===== src/rtl/intra_pkg.sv =====
package intra_pkg;
  typedef enum logic [1:0] {
    MODE_HOR = 2'd0,
    MODE_VER = 2'd1,
    MODE_TM  = 2'd2,
    MODE_RSV = 2'd3
  } pred_mode_e;
endpackage


===== src/rtl/intra_seq.sv =====
module intra_seq #(
  parameter int NPIX = 16,
  localparam int IDX_W = $clog2(NPIX)
) (
  input  logic             clk_i,
  input  logic             rst_ni,
  input  logic             start_i,
  output logic             load_o,
  output logic             active_o,
  output logic [IDX_W-1:0] idx_o
);
  localparam logic [IDX_W-1:0] LAST = IDX_W'(NPIX - 1);

  logic             active_q;
  logic [IDX_W-1:0] idx_q;

  assign load_o   = start_i & ~active_q;
  assign active_o = active_q;
  assign idx_o    = idx_q;

  always_ff @(posedge clk_i or negedge rst_ni) begin
    if (!rst_ni) begin
      active_q <= 1'b0;
      idx_q    <= '0;
    end else if (load_o) begin
      active_q <= 1'b1;
      idx_q    <= '0;
    end else if (active_q) begin
      if (idx_q == LAST) begin
        active_q <= 1'b0;
        idx_q    <= '0;
      end else begin
        idx_q <= idx_q + 1'b1;
      end
    end
  end
endmodule


===== src/rtl/intra_nbr_reg.sv =====
module intra_nbr_reg
  import intra_pkg::*;
#(
  parameter int BLK   = 4,
  parameter int PIX_W = 8,
  localparam int VEC_W = BLK * PIX_W
) (
  input  logic             clk_i,
  input  logic             rst_ni,
  input  logic             load_i,
  input  logic [1:0]       mode_i,
  input  logic [VEC_W-1:0] top_i,
  input  logic [VEC_W-1:0] left_i,
  input  logic [PIX_W-1:0] corner_i,
  output pred_mode_e       mode_o,
  output logic [VEC_W-1:0] top_o,
  output logic [VEC_W-1:0] left_o,
  output logic [PIX_W-1:0] corner_o
);
  always_ff @(posedge clk_i or negedge rst_ni) begin
    if (!rst_ni) begin
      mode_o   <= MODE_HOR;
      top_o    <= '0;
      left_o   <= '0;
      corner_o <= '0;
    end else if (load_i) begin
      mode_o   <= pred_mode_e'(mode_i);
      top_o    <= top_i;
      left_o   <= left_i;
      corner_o <= corner_i;
    end
  end
endmodule


===== src/rtl/intra_pix_calc.sv =====
module intra_pix_calc
  import intra_pkg::*;
#(
  parameter int BLK   = 4,
  parameter int PIX_W = 8,
  localparam int VEC_W = BLK * PIX_W,
  localparam int RC_W  = $clog2(BLK),
  localparam int SUM_W = PIX_W + 2
) (
  input  logic             en_i,
  input  pred_mode_e       mode_i,
  input  logic [VEC_W-1:0] top_i,
  input  logic [VEC_W-1:0] left_i,
  input  logic [PIX_W-1:0] corner_i,
  input  logic [RC_W-1:0]  row_i,
  input  logic [RC_W-1:0]  col_i,
  output logic [PIX_W-1:0] pix_o
);
  localparam logic signed [SUM_W-1:0] PIX_MAX = SUM_W'({PIX_W{1'b1}});

  logic [PIX_W-1:0] top_a  [BLK];
  logic [PIX_W-1:0] left_a [BLK];

  for (genvar g = 0; g < BLK; g++) begin : g_unpack
    assign top_a[g]  = top_i[g*PIX_W +: PIX_W];
    assign left_a[g] = left_i[g*PIX_W +: PIX_W];
  end

  logic [PIX_W-1:0]        t_pix, l_pix, tm_pix;
  logic signed [SUM_W-1:0] tm_sum;

  assign t_pix = top_a[col_i];
  assign l_pix = left_a[row_i];

  // signed sum wide enough for -max..2*max before clamping
  assign tm_sum = $signed({2'b00, l_pix}) + $signed({2'b00, t_pix})
                - $signed({2'b00, corner_i});

  always_comb begin
    if (tm_sum < 0)            tm_pix = '0;
    else if (tm_sum > PIX_MAX) tm_pix = '1;
    else                       tm_pix = tm_sum[PIX_W-1:0];
  end

  always_comb begin
    pix_o = '0;
    if (en_i) begin
      unique case (mode_i)
        MODE_HOR: pix_o = l_pix;
        MODE_VER: pix_o = t_pix;
        MODE_TM:  pix_o = tm_pix;
        default:  pix_o = '0;
      endcase
    end
  end
endmodule


===== src/rtl/intra_pred_gen.sv =====
module intra_pred_gen
  import intra_pkg::*;
#(
  parameter int BLK   = 4,
  parameter int PIX_W = 8,
  localparam int VEC_W = BLK * PIX_W,
  localparam int NPIX  = BLK * BLK,
  localparam int RC_W  = $clog2(BLK),
  localparam int IDX_W = $clog2(NPIX)
) (
  input  logic             clk_i,
  input  logic             rst_ni,
  input  logic             start_i,
  input  logic [1:0]       mode_i,
  input  logic [VEC_W-1:0] top_i,
  input  logic [VEC_W-1:0] left_i,
  input  logic [PIX_W-1:0] corner_i,
  output logic             valid_o,
  output logic [PIX_W-1:0] pix_o,
  output logic [RC_W-1:0]  row_o,
  output logic [RC_W-1:0]  col_o
);
  logic             load, active;
  logic [IDX_W-1:0] idx;
  pred_mode_e       mode_q;
  logic [VEC_W-1:0] top_q, left_q;
  logic [PIX_W-1:0] corner_q;

  intra_seq #(.NPIX(NPIX)) u_seq (
    .clk_i   (clk_i),
    .rst_ni  (rst_ni),
    .start_i (start_i),
    .load_o  (load),
    .active_o(active),
    .idx_o   (idx)
  );

  intra_nbr_reg #(.BLK(BLK), .PIX_W(PIX_W)) u_nbr (
    .clk_i   (clk_i),
    .rst_ni  (rst_ni),
    .load_i  (load),
    .mode_i  (mode_i),
    .top_i   (top_i),
    .left_i  (left_i),
    .corner_i(corner_i),
    .mode_o  (mode_q),
    .top_o   (top_q),
    .left_o  (left_q),
    .corner_o(corner_q)
  );

  assign row_o   = idx[IDX_W-1:RC_W];
  assign col_o   = idx[RC_W-1:0];
  assign valid_o = active;

  intra_pix_calc #(.BLK(BLK), .PIX_W(PIX_W)) u_calc (
    .en_i    (active),
    .mode_i  (mode_q),
    .top_i   (top_q),
    .left_i  (left_q),
    .corner_i(corner_q),
    .row_i   (row_o),
    .col_i   (col_o),
    .pix_o   (pix_o)
  );
endmodule


===== config.mk =====
export PLATFORM = sky130hd
export DESIGN_NAME = intra_pred_gen
export DESIGN_NICKNAME = d
export VERILOG_FILES = /design/src/rtl/intra_pkg.sv /design/src/rtl/intra_seq.sv /design/src/rtl/intra_nbr_reg.sv /design/src/rtl/intra_pix_calc.sv /design/src/rtl/intra_pred_gen.sv
export SDC_FILE = /design/constraint.sdc
export NUM_CORES = 1
export LEC_CHECK = 0
export CAP_MARGIN = 20
export CORE_UTILIZATION = 55
export CTS_CLUSTER_SIZE = 16
export DETAILED_ROUTE_END_ITERATION = 10
export GPL_TIMING_DRIVEN = 0
export PLACE_DENSITY = 0.9
export SLEW_MARGIN = 40
export SYNTH_ARGS = -nofsm -noshare
export SYNTH_HDL_FRONTEND = slang
export SYNTH_SLANG_ARGS = --single-unit

===== constraint.sdc =====
create_clock -name clk_i -period 7.1 [get_ports clk_i]
set_clock_uncertainty 0.1 [all_clocks]
set_input_delay 0.71 -clock clk_i [delete_from_list [all_inputs] [get_ports clk_i]]
set_output_delay 0.71 -clock clk_i [all_outputs]
set_load 0.005 [all_outputs]

* After elaboration in Yosys (flattened, before gate mapping) *
Index checks and enable logic that the tools add are counted.

word-level totals
  register bits = 79

cells by class
  bitwise logic cells = 4
  reductions and logical operators = 2
  add/sub/neg operators = 3
  equality and inequality tests = 3
  multiplexer cells = 16
  magnitude comparators = 4

operators with widths
  cell                 count
  $mux 8               7
  $bmux 8 s2           2
  $pmux 8 s3           1
  $mux 4               3
  $gt 10x9->1 const B  1
  $lt 10x1->1 const B  1
  $sub 9x8->10         1
  $add 8x8->9          1
  $ge 3x3->1 const B   2
  $not 2->3            2
  $add 4x1->4 const B  1
  $eq 4x4->1 const B   1
  $mux 1               3
  $eq 2x1->1 const B   1
  $eq 2x2->1 const B   1
  $logic_not 2->1      1
  $reduce_bool 2->1    1
  $and 1x1->1          1
  $not 1->1            1

* Depth between registers and ports, before layout *
Gate-level depths: netlist of run 1.

  depth after elaboration = 11
  mapped depth = 12
  mapped depth without buffers = 11

* Modules after synthesis *
From an unflattened synthesis of run 1, not the netlist that was laid out.

unflattened totals
  cell total of the unflattened synthesis = 311
  area total of the unflattened synthesis = 4521.8 sq um

modules (own cells, without submodules)
  module          area an instance (sq um)  cells each  instances
  intra_nbr_reg   2994.1                    156         1
  intra_pix_calc  1273.7                    132         1
  intra_seq       254.0                     23          1

* Worst setup path after synthesis of run 1 *
No wires, ideal clock.

  kind = reg-to-output
  start = register u_seq.idx_q[2], in the netlist u_seq.idx_o[2]
  end = output pix_o[5]
  path buffers = 2
  cell stages (with the launch flop) = 11
  path slack = 2939 ps
  arrival time = 3351 ps
  data required time = 6290 ps
  cell sequence = dfrtp_1 buf_6 buf_2 mux4_2 fa_1 fa_1 a211oi_1 nor3_2 o21a_2 a2111oi_2 a211oi_1

between the ends
  word-level cells in the longest chain between the ends = 11

RTL lines
  element                                         RTL line              source
  start: declaration                              intra_seq.sv:15       logic [IDX_W-1:0] idx_q;
  start signal: assignment                        intra_seq.sv:33       idx_q <= idx_q + 1'b1;
  $not 2->3 (implied by the code) (*)             intra_pix_calc.sv:33  assign l_pix = left_a[row_i];
  $bmux 8 s2 (*)                                  intra_pix_calc.sv:33
  $mux 8 (implied by the code) (*) (2 in series)  intra_pix_calc.sv:33
  $add 8x8->9                                     intra_pix_calc.sv:36  assign tm_sum = $signed({2'b00, l_pix}) + $signed({2'b00, t_pix})
  $sub 9x8->10                                    intra_pix_calc.sv:37  - $signed({2'b00, corner_i});
  $gt 10x9->1                                     intra_pix_calc.sv:41  else if (tm_sum > PIX_MAX) tm_pix = '1;
  $mux 8                                          intra_pix_calc.sv:41
  $mux 8                                          intra_pix_calc.sv:40  if (tm_sum < 0) tm_pix = '0;
  $pmux 8 s3 (*)                                  intra_pix_calc.sv:48  unique case (mode_i)
  $mux 8 (*)                                      intra_pix_calc.sv:47  if (en_i) begin
  end: declaration                                intra_pred_gen.sv:19  output logic [PIX_W-1:0] pix_o,

Every way passes the cells marked *; elsewhere a longest branch is shown, timed or not. The select of a mux whose other input is x is not followed.

* Worst setup path after layout of run 1 *
  start = register u_seq.idx_q[2], in the netlist u_seq.idx_o[2]
  end = output pix_o[7]

Same word-level chain as after synthesis.

==> results of run 1 <==
## stage by stage
stage | setup WS [ps] | instances | util [%] | area, sq um | hold WS (ps)
after global routing | 1420 | 525 | 74.3 | 5480 | 129
after floorplan | 2940 | 321 | - | 4250 | 314
after global placement | 2120 | 509 | 71.5 | 5270 | 362
after CTS | 1650 | 525 | 74.3 | 5480 | 115
final | 1630 | 525 | 74.3 | 5480 | 115
after detailed placement | 2040 | 510 | 71.9 | 5300 | 371
## area by class of cell
class | count | area (sq um)
plain buffers | 16 | 88.8
clock buffers | 11 | 131
clock inverters | 4 | 47.5
fillers | 466 | 1890
inverters | 24 | 90.1
multi-input cells | 202 | 2100
flip-flops and latches | 79 | 1980
well taps | 99 | 124
repair buffers | 90 | 920
## cell usage in the layout, fill, tap and decap left out, types with 4 or more instances in the layout
cell type and count:
dfrtp_1 79, ha_1 10, mux2i_1 7, a21oi_1 7, clkdlybuf4s50_1 88, fa_1 8
nor2_1 5, xor2_1 4, mux2_1 5, o21ai_0 12, clkbuf_8 9, mux2_2 65
nand2_1 15, mux4_2 11, buf_2 5, inv_1 24, mux4_1 5, clkbuf_1 7
a221oi_1 4, nor3_1 5
## registers in the layout, indices dropped and copies added, names as in the netlist
register        count
u_nbr.left_o       32
u_seq.idx_o         4
u_seq.active_o      1
u_nbr.mode_o        2
u_nbr.top_o        32
u_nbr.corner_o      8
## worst paths after layout
path | from | end
max | u_seq.idx_o[2] | pix_o[7]
max reg2reg | u_seq.active_o | u_nbr.top_o[19]
min | rst_ni | u_nbr.left_o[0]
max in group asynchronous | rst_ni | u_nbr.top_o[20]
min in group clk_i | u_nbr.top_o[9] | u_nbr.top_o[9]
min reg2reg | u_nbr.top_o[9] | u_nbr.top_o[9]
## kinds of logic after synthesis
kind of cell | after synthesis | synth area share (%)
muxes | 94 | 29.4
xor gates and xnor gates | 4 | 0.823
AOI/OAI and AO/OA | 41 | 6.56
buffers and inverters | 40 | 4.21
and+or+nand+nor | 45 | 5.79
adders and majority gates | 18 | 6.71
DFF | 79 | 46.5
## layer usage
layer | global-route usage [%] | vias up
met4 | 11.2 | 0
li1 | - | 1368
met2 | 43.7 | 116
met1 | 34.0 | 1518
met3 | 4.99 | 21
met5 | 0 | -
==> summary.md, run 1 <==
| Metric | Value |
|---|---|
| Top-level port count | 90 |
| Nets | between 500 and 600 |
| Cell class contributing the biggest share of worst-path delay | adder cells |
| Effective utilization at floorplan | just under 60% |
| Fraction of registers with async set/reset | 100% |
| Final antenna diode count | 0 |
| Max layer used | met4 |
| Total half-perimeter wirelength after legalization and detailed placement | 7.29 mm |
| Data arrival, critical path | 4660 ps |
| Setup TNS | 0 ps |
| Crit path max fanout | 10 |
| Total number of H-tree levels | 3 |
| Number of enable flip-flop cells after synthesis | 0 |
| Detail Route Antenna Nets | 0 |
| Quantity of I/O buffers inserted on ports | between 80 and 90 |
| Yosys synthesis warning count | 0 |
| TritonCTS clock tree | done |
| Die Area | about 0.0081 sq mm |
| Fraction of the yosys area taken by sequential cells | between 40% and 50% |
| Period Utilization, post-route | slightly below 80% |
| Worst slew margin relative to its limit | between 50% and 60% |
| Detail-routed net length per standard cell | 18.6 um |
| Final weighted congestion in routability-driven placement | approximately 0.9 |
| R2R cell count | 5 |
| Top_reg_cell synth | dfrtp_1 |
| Maximum clock insertion buffer count | 2 |
| Number of antenna violations at the first check in global routing | 0 |
| Max stage delay on crit path | approximately 600 ps |
| Cts bufs inserted | 9 |
| First DRT Iteration DRCs | about 180 |
| Flop and latch count out of synthesis | between 70 and 80 |
| Share of post-route cells with drive strength above 1 | roughly a quarter |
| Met3 routed WL | between 500 and 600 um |
| CP Depth | 11 |
| Highest Clock Rate | between 150 and 200 MHz |
| GRT Residual Overflow | 0 |
| Clock slew at reported path FFs | ~80 ps |
| P&R area growth vs syn | 28.7% |
| Final hold violations | 0 |
| Gate count after technology mapping | about 320 |
| Chip height | between 80 and 90 um |
| Number of buffers and inverters on the critical path | 3 |
| Vias in the first global route | 3259 |
| Cell with the most instances after synthesis | dfrtp_1 |
| Unrepaired setup endpoints after global routing | false |
| Largest net degree at the start of global routing | between 50 and 60 |
| M1 wire length | roughly 4.0 mm |
| Largest area contributor in the netlist | dfrtp_1 |
| Total routed wirelength | slightly below 10 mm |
| Class of the most critical hold timing path | in -> async |
| Crit-path slowest cell | mux4_2 |
| Routed via count | 3023 |
| Critical setup path kind | reg -> out |
| Number of cells upsized or downsized after cts | 0 |
| Final setup violating endpoints | 0 |
| Post-layout minimum cycle time | between 5000 and 6000 ps |
| Post-route DRC violation count | 0 |
| Transition at the pin with the smallest max-transition slack | 700 ps |
| Endpoint type of the worst setup path | primary output |
| Synthesized Nets | 416 |
| Vias per cell | around 5.8 |
| Largest cells by area after synthesis | dfrtp_1, mux2_2, mux4_2 |
| Row cnt | 31 |
| Pins over their slew limit | 0 |
| Sinks on Clock Net | 79 |
| Result of the run | finished, final reports clean |
| Total core area | around 0.0074 sq mm |
| Crit start category | register |
| Cell type with the highest occurrence count on the critical path | fa_1 |
| Synthesized area divided by synthesized cell count | between 10 and 15 sq um |
| GR Util All Layers | roughly a quarter |
| Setup fix buffers added after clock tree synthesis | 0 |
| Max-Cap Viols | 0 |
| WL met2 | 4.87 mm |
| Count of unique library cells instantiated by Yosys | 47 |
| Top cells by count, synth | dfrtp_1, mux2_2, inv_1 |
| Number of buffers inserted by hold repair at cts | 0 |
| Worst endpoint required time | about 6300 ps |
| Ordered cell list for the critical path | buf_6 > buf_2 > mux4_2 > fa_1 > fa_1 > a211oi_1 > nor3_2 > nor3_4 > nor3b_1 > a221oi_1 > clkdlybuf4s50_1 |
| Die Width | between 80 and 90 um |
| Latest clock arrival within the worst-skew pair | between 300 and 400 ps |
| CTS root buffer | clkbuf_8 |
| First drt pass iteration count | 4 |
| Register-to-Register Setup Slack | approximately 5100 ps |
| Post-synthesis instance area | approximately 0.0043 sq mm |
| Wire length of the first global-routing pass | 16.2 mm |
| Top-area cell type share of the netlist area | around 46% |
Power of run 1 is left out: the tool's default activity adds up to more than one toggle a clock period on the data nets, which glitch-free logic cannot reach.
==> run 2: changes to the inputs <==
--- a/config.mk
+++ b/config.mk
@@ -6,11 +6,11 @@
 export NUM_CORES = 1
 export LEC_CHECK = 0
 export CAP_MARGIN = 20
-export CORE_UTILIZATION = 55
+export CORE_UTILIZATION = 46
 export CTS_CLUSTER_SIZE = 16
 export DETAILED_ROUTE_END_ITERATION = 10
 export GPL_TIMING_DRIVEN = 0
-export PLACE_DENSITY = 0.9
+export PLACE_DENSITY = 0.81
 export SLEW_MARGIN = 40
 export SYNTH_ARGS = -nofsm -noshare
 export SYNTH_HDL_FRONTEND = slang
==> constraint.sdc (replaced) <==
create_clock -name clk_i -period 4.4 [get_ports clk_i]
set_clock_uncertainty 0.1 [all_clocks]
set_input_delay 0.44 -clock clk_i [delete_from_list [all_inputs] [get_ports clk_i]]
set_output_delay 0.44 -clock clk_i [all_outputs]
set_load 0.005 [all_outputs]
==> run 2 against run 1 <==
The flow now finishes with violations (DRC). Via count is 3.5% higher. Flip-flop and latch count stayed put. Hold slack better by 270 ps. Utilization is 9.2 points lower. Worst setup slack worse by 1600 ps. Critical path depth is 1 higher. Sequential share of layout area is 1.8 points lower. Design area is 5.3% higher. First-iteration DRC count is 2.2% higher. Critical endpoint is now pix_o[2].
==> summary.md, run 2 (synthesis gave the netlist of run 1 again) <==
| Metric | Value |
|---|---|
| Failing checks | DRC |
| Post-layout minimum cycle time | 4320 ps |
| Clock slew at reported path FFs | approximately 80 ps |
| Total routed wirelength | 10.4 mm |
| Cell area reported after detailed placement | around 0.0053 sq mm |
| GR Util All Layers | approximately 22% |
| Worst R2R Start | u_seq.active_o |
| Vias in the first global route | between 3000 and 4000 |
| Quantity of I/O buffers inserted on ports | slightly below 90 |
| Critical path launch point | u_seq.idx_o[2] |
| P&R area growth vs syn | 35.5% |
| Unrepaired setup endpoints after global routing | true |
| First drt pass iteration count | 9 |
| Transition at the pin with the smallest max-transition slack | 767 ps |
| Highest-count cells in the layout ignoring fill and taps | clkdlybuf4s50_1, dfrtp_1, mux2_2 |
| Largest net degree at the start of global routing | 45 |
| Biggest registers after layout | u_nbr.left_o (32), u_nbr.top_o (32), u_nbr.corner_o (8) |
| Data arrival, critical path | between 3000 and 4000 ps |
| Number of antenna violations at the first check in global routing | 0 |
| Latest clock arrival within the worst-skew pair | around 350 ps |
| Vias per cell | around 5.7 |
| CTS root buffer | clkbuf_8 |
| Worst endpoint required time | ~3900 ps |
| Max-Cap Viols | 0 |
| Sinks on Clock Net | 79 |
| Total number of H-tree levels | 3 |
| Worst slew margin relative to its limit | between 40% and 50% |
| Class of the most critical hold timing path | reg -> reg |
| Nets | between 500 and 600 |
| Top-level port count | 90 |
| TritonCTS clock tree | done |
| Cts bufs inserted | 9 |
| Final setup violating endpoints | 0 |
| First DRT Iteration DRCs | 182 |
| Period Utilization, post-route | between 90% and 100% |
| Final hold violations | 0 |
| GRT Residual Overflow | 0 |
| Total half-perimeter wirelength after legalization and detailed placement | 7.36 mm |
| Detail-routed net length per standard cell | 18.8 um |
| Maximum clock insertion buffer count | 2 |
| Die Area | slightly below 0.01 sq mm |
| Critical setup path kind | reg -> out |
| Wire length of the first global-routing pass | around 16 mm |
| Final weighted congestion in routability-driven placement | ~0.89 |
| Pins over their slew limit | 0 |
| Endpoint type of the worst setup path | primary output |
| Post-route DRC violation count | 6 |
| Share of post-route cells with drive strength above 1 | 34.4% |
| Result of the run | finished with violations |
| Effective utilization at floorplan | around 48% |
| Hold Path Origin | u_nbr.top_o[10] |
| Highest Clock Rate | about 230 MHz |
| Row cnt | 34 |
| Final antenna diode count | 0 |
| Die Width | roughly 100 um |
| Cell area after layout | 0.00577 sq mm |
| Total core area | 0.00885 sq mm |
| Crit path max fanout | 5 |
| Routed via count | between 3000 and 4000 |
| Detail Route Antenna Nets | 0 |
| Chip height | a little under 100 um |
| Most common cell after layout, fill and taps aside | clkdlybuf4s50_1 |
| Crit start category | register |
| Fillers | about 700 |
[run 2: changes by cell type in the layout (fill, tap and decap cells not counted), moves of 4 or more]
cell and delta:
clkdlybuf4s50_1 -8, a221oi_1 -4, clkbuf_2 +5, a221oi_2 +4, buf_4 +15
[run 2: cell type report]
| cell class | instances | area, sq um | area share (%) |
|---|---|---|---|
| multi-input cells | 202 | 2220 | 38.4 |
| flip-flops and latches | 79 | 1980 | 34.3 |
| repair buffers | 108 | 1020 | 17.6 |
| clock buffers | 10 | 138 | 2.39 |
| well taps | 108 | 135 | 2.34 |
| plain buffers | 16 | 98.8 | 1.71 |
| clock inverters | 6 | 92.6 | 1.61 |
| inverters | 24 | 90.1 | 1.56 |
[run 2: worst max-delay path: stages, from the launching register on]
cell      delay [ps]
dfrtp_1          380
buf_6            120
buf_8            110
mux4_2           540
fa_1             540
fa_2             440
a211oi_4         320
nor3_4            90
nor3_4           220
buf_6            160
nor3_2            50
o32ai_1          290
clkbuf_2         190
[run 2: path summary, 6_finish.rpt]
kind	endpoint	slack, ps	depth (start not counted)
max	pix_o[2]	80	12
min in group asynchronous	u_nbr.left_o[18]	440	2
max in group asynchronous	u_seq.idx_o[0]	3220	3
min	u_nbr.top_o[10]	380	1
max reg2reg	u_nbr.top_o[20]	2330	5
min reg2reg	u_nbr.top_o[10]	380	1
[run 2: per-stage QoR]
stage	TNS, ps	util, %	hold WS [ps]	setup slack, ps	std cells
floorplan	0	-	44.4	509	321
global placement	-2510	59.7	359	-394	518
detailed placement	-2590	59.9	252	-380	519
CTS	-69.7	63.9	389	-29.6	546
global route	-117	65.2	418	-34.8	553
finish	0	65.2	384	77.9	553
[run 2: layer usage]
layer / global-route usage [%] / wire length [um] / part of all wire, % / up-vias
met5: 0 / 0 / 0 / -
met4: 9.76 / 214 / 2.1 / 0
met3: 2.79 / 465 / 4.5 / 17
met2: 37.9 / 5410 / 52 / 109
met1: 27.5 / 4280 / 41 / 1602
li1: - / - / - / 1402
[run 2: repair_timing]
action                                  in CTS  in global routing
pin swaps                                    8                 10
gates resized for setup                     28                 30
hold buffers                                 1                  0
gates cloned                                 0                  0
endpoints found under the setup margin       8                  8
setup buffers                               10                  7
endpoints found under the hold margin       35                  0
Power of run 2 is left out for the same reason.
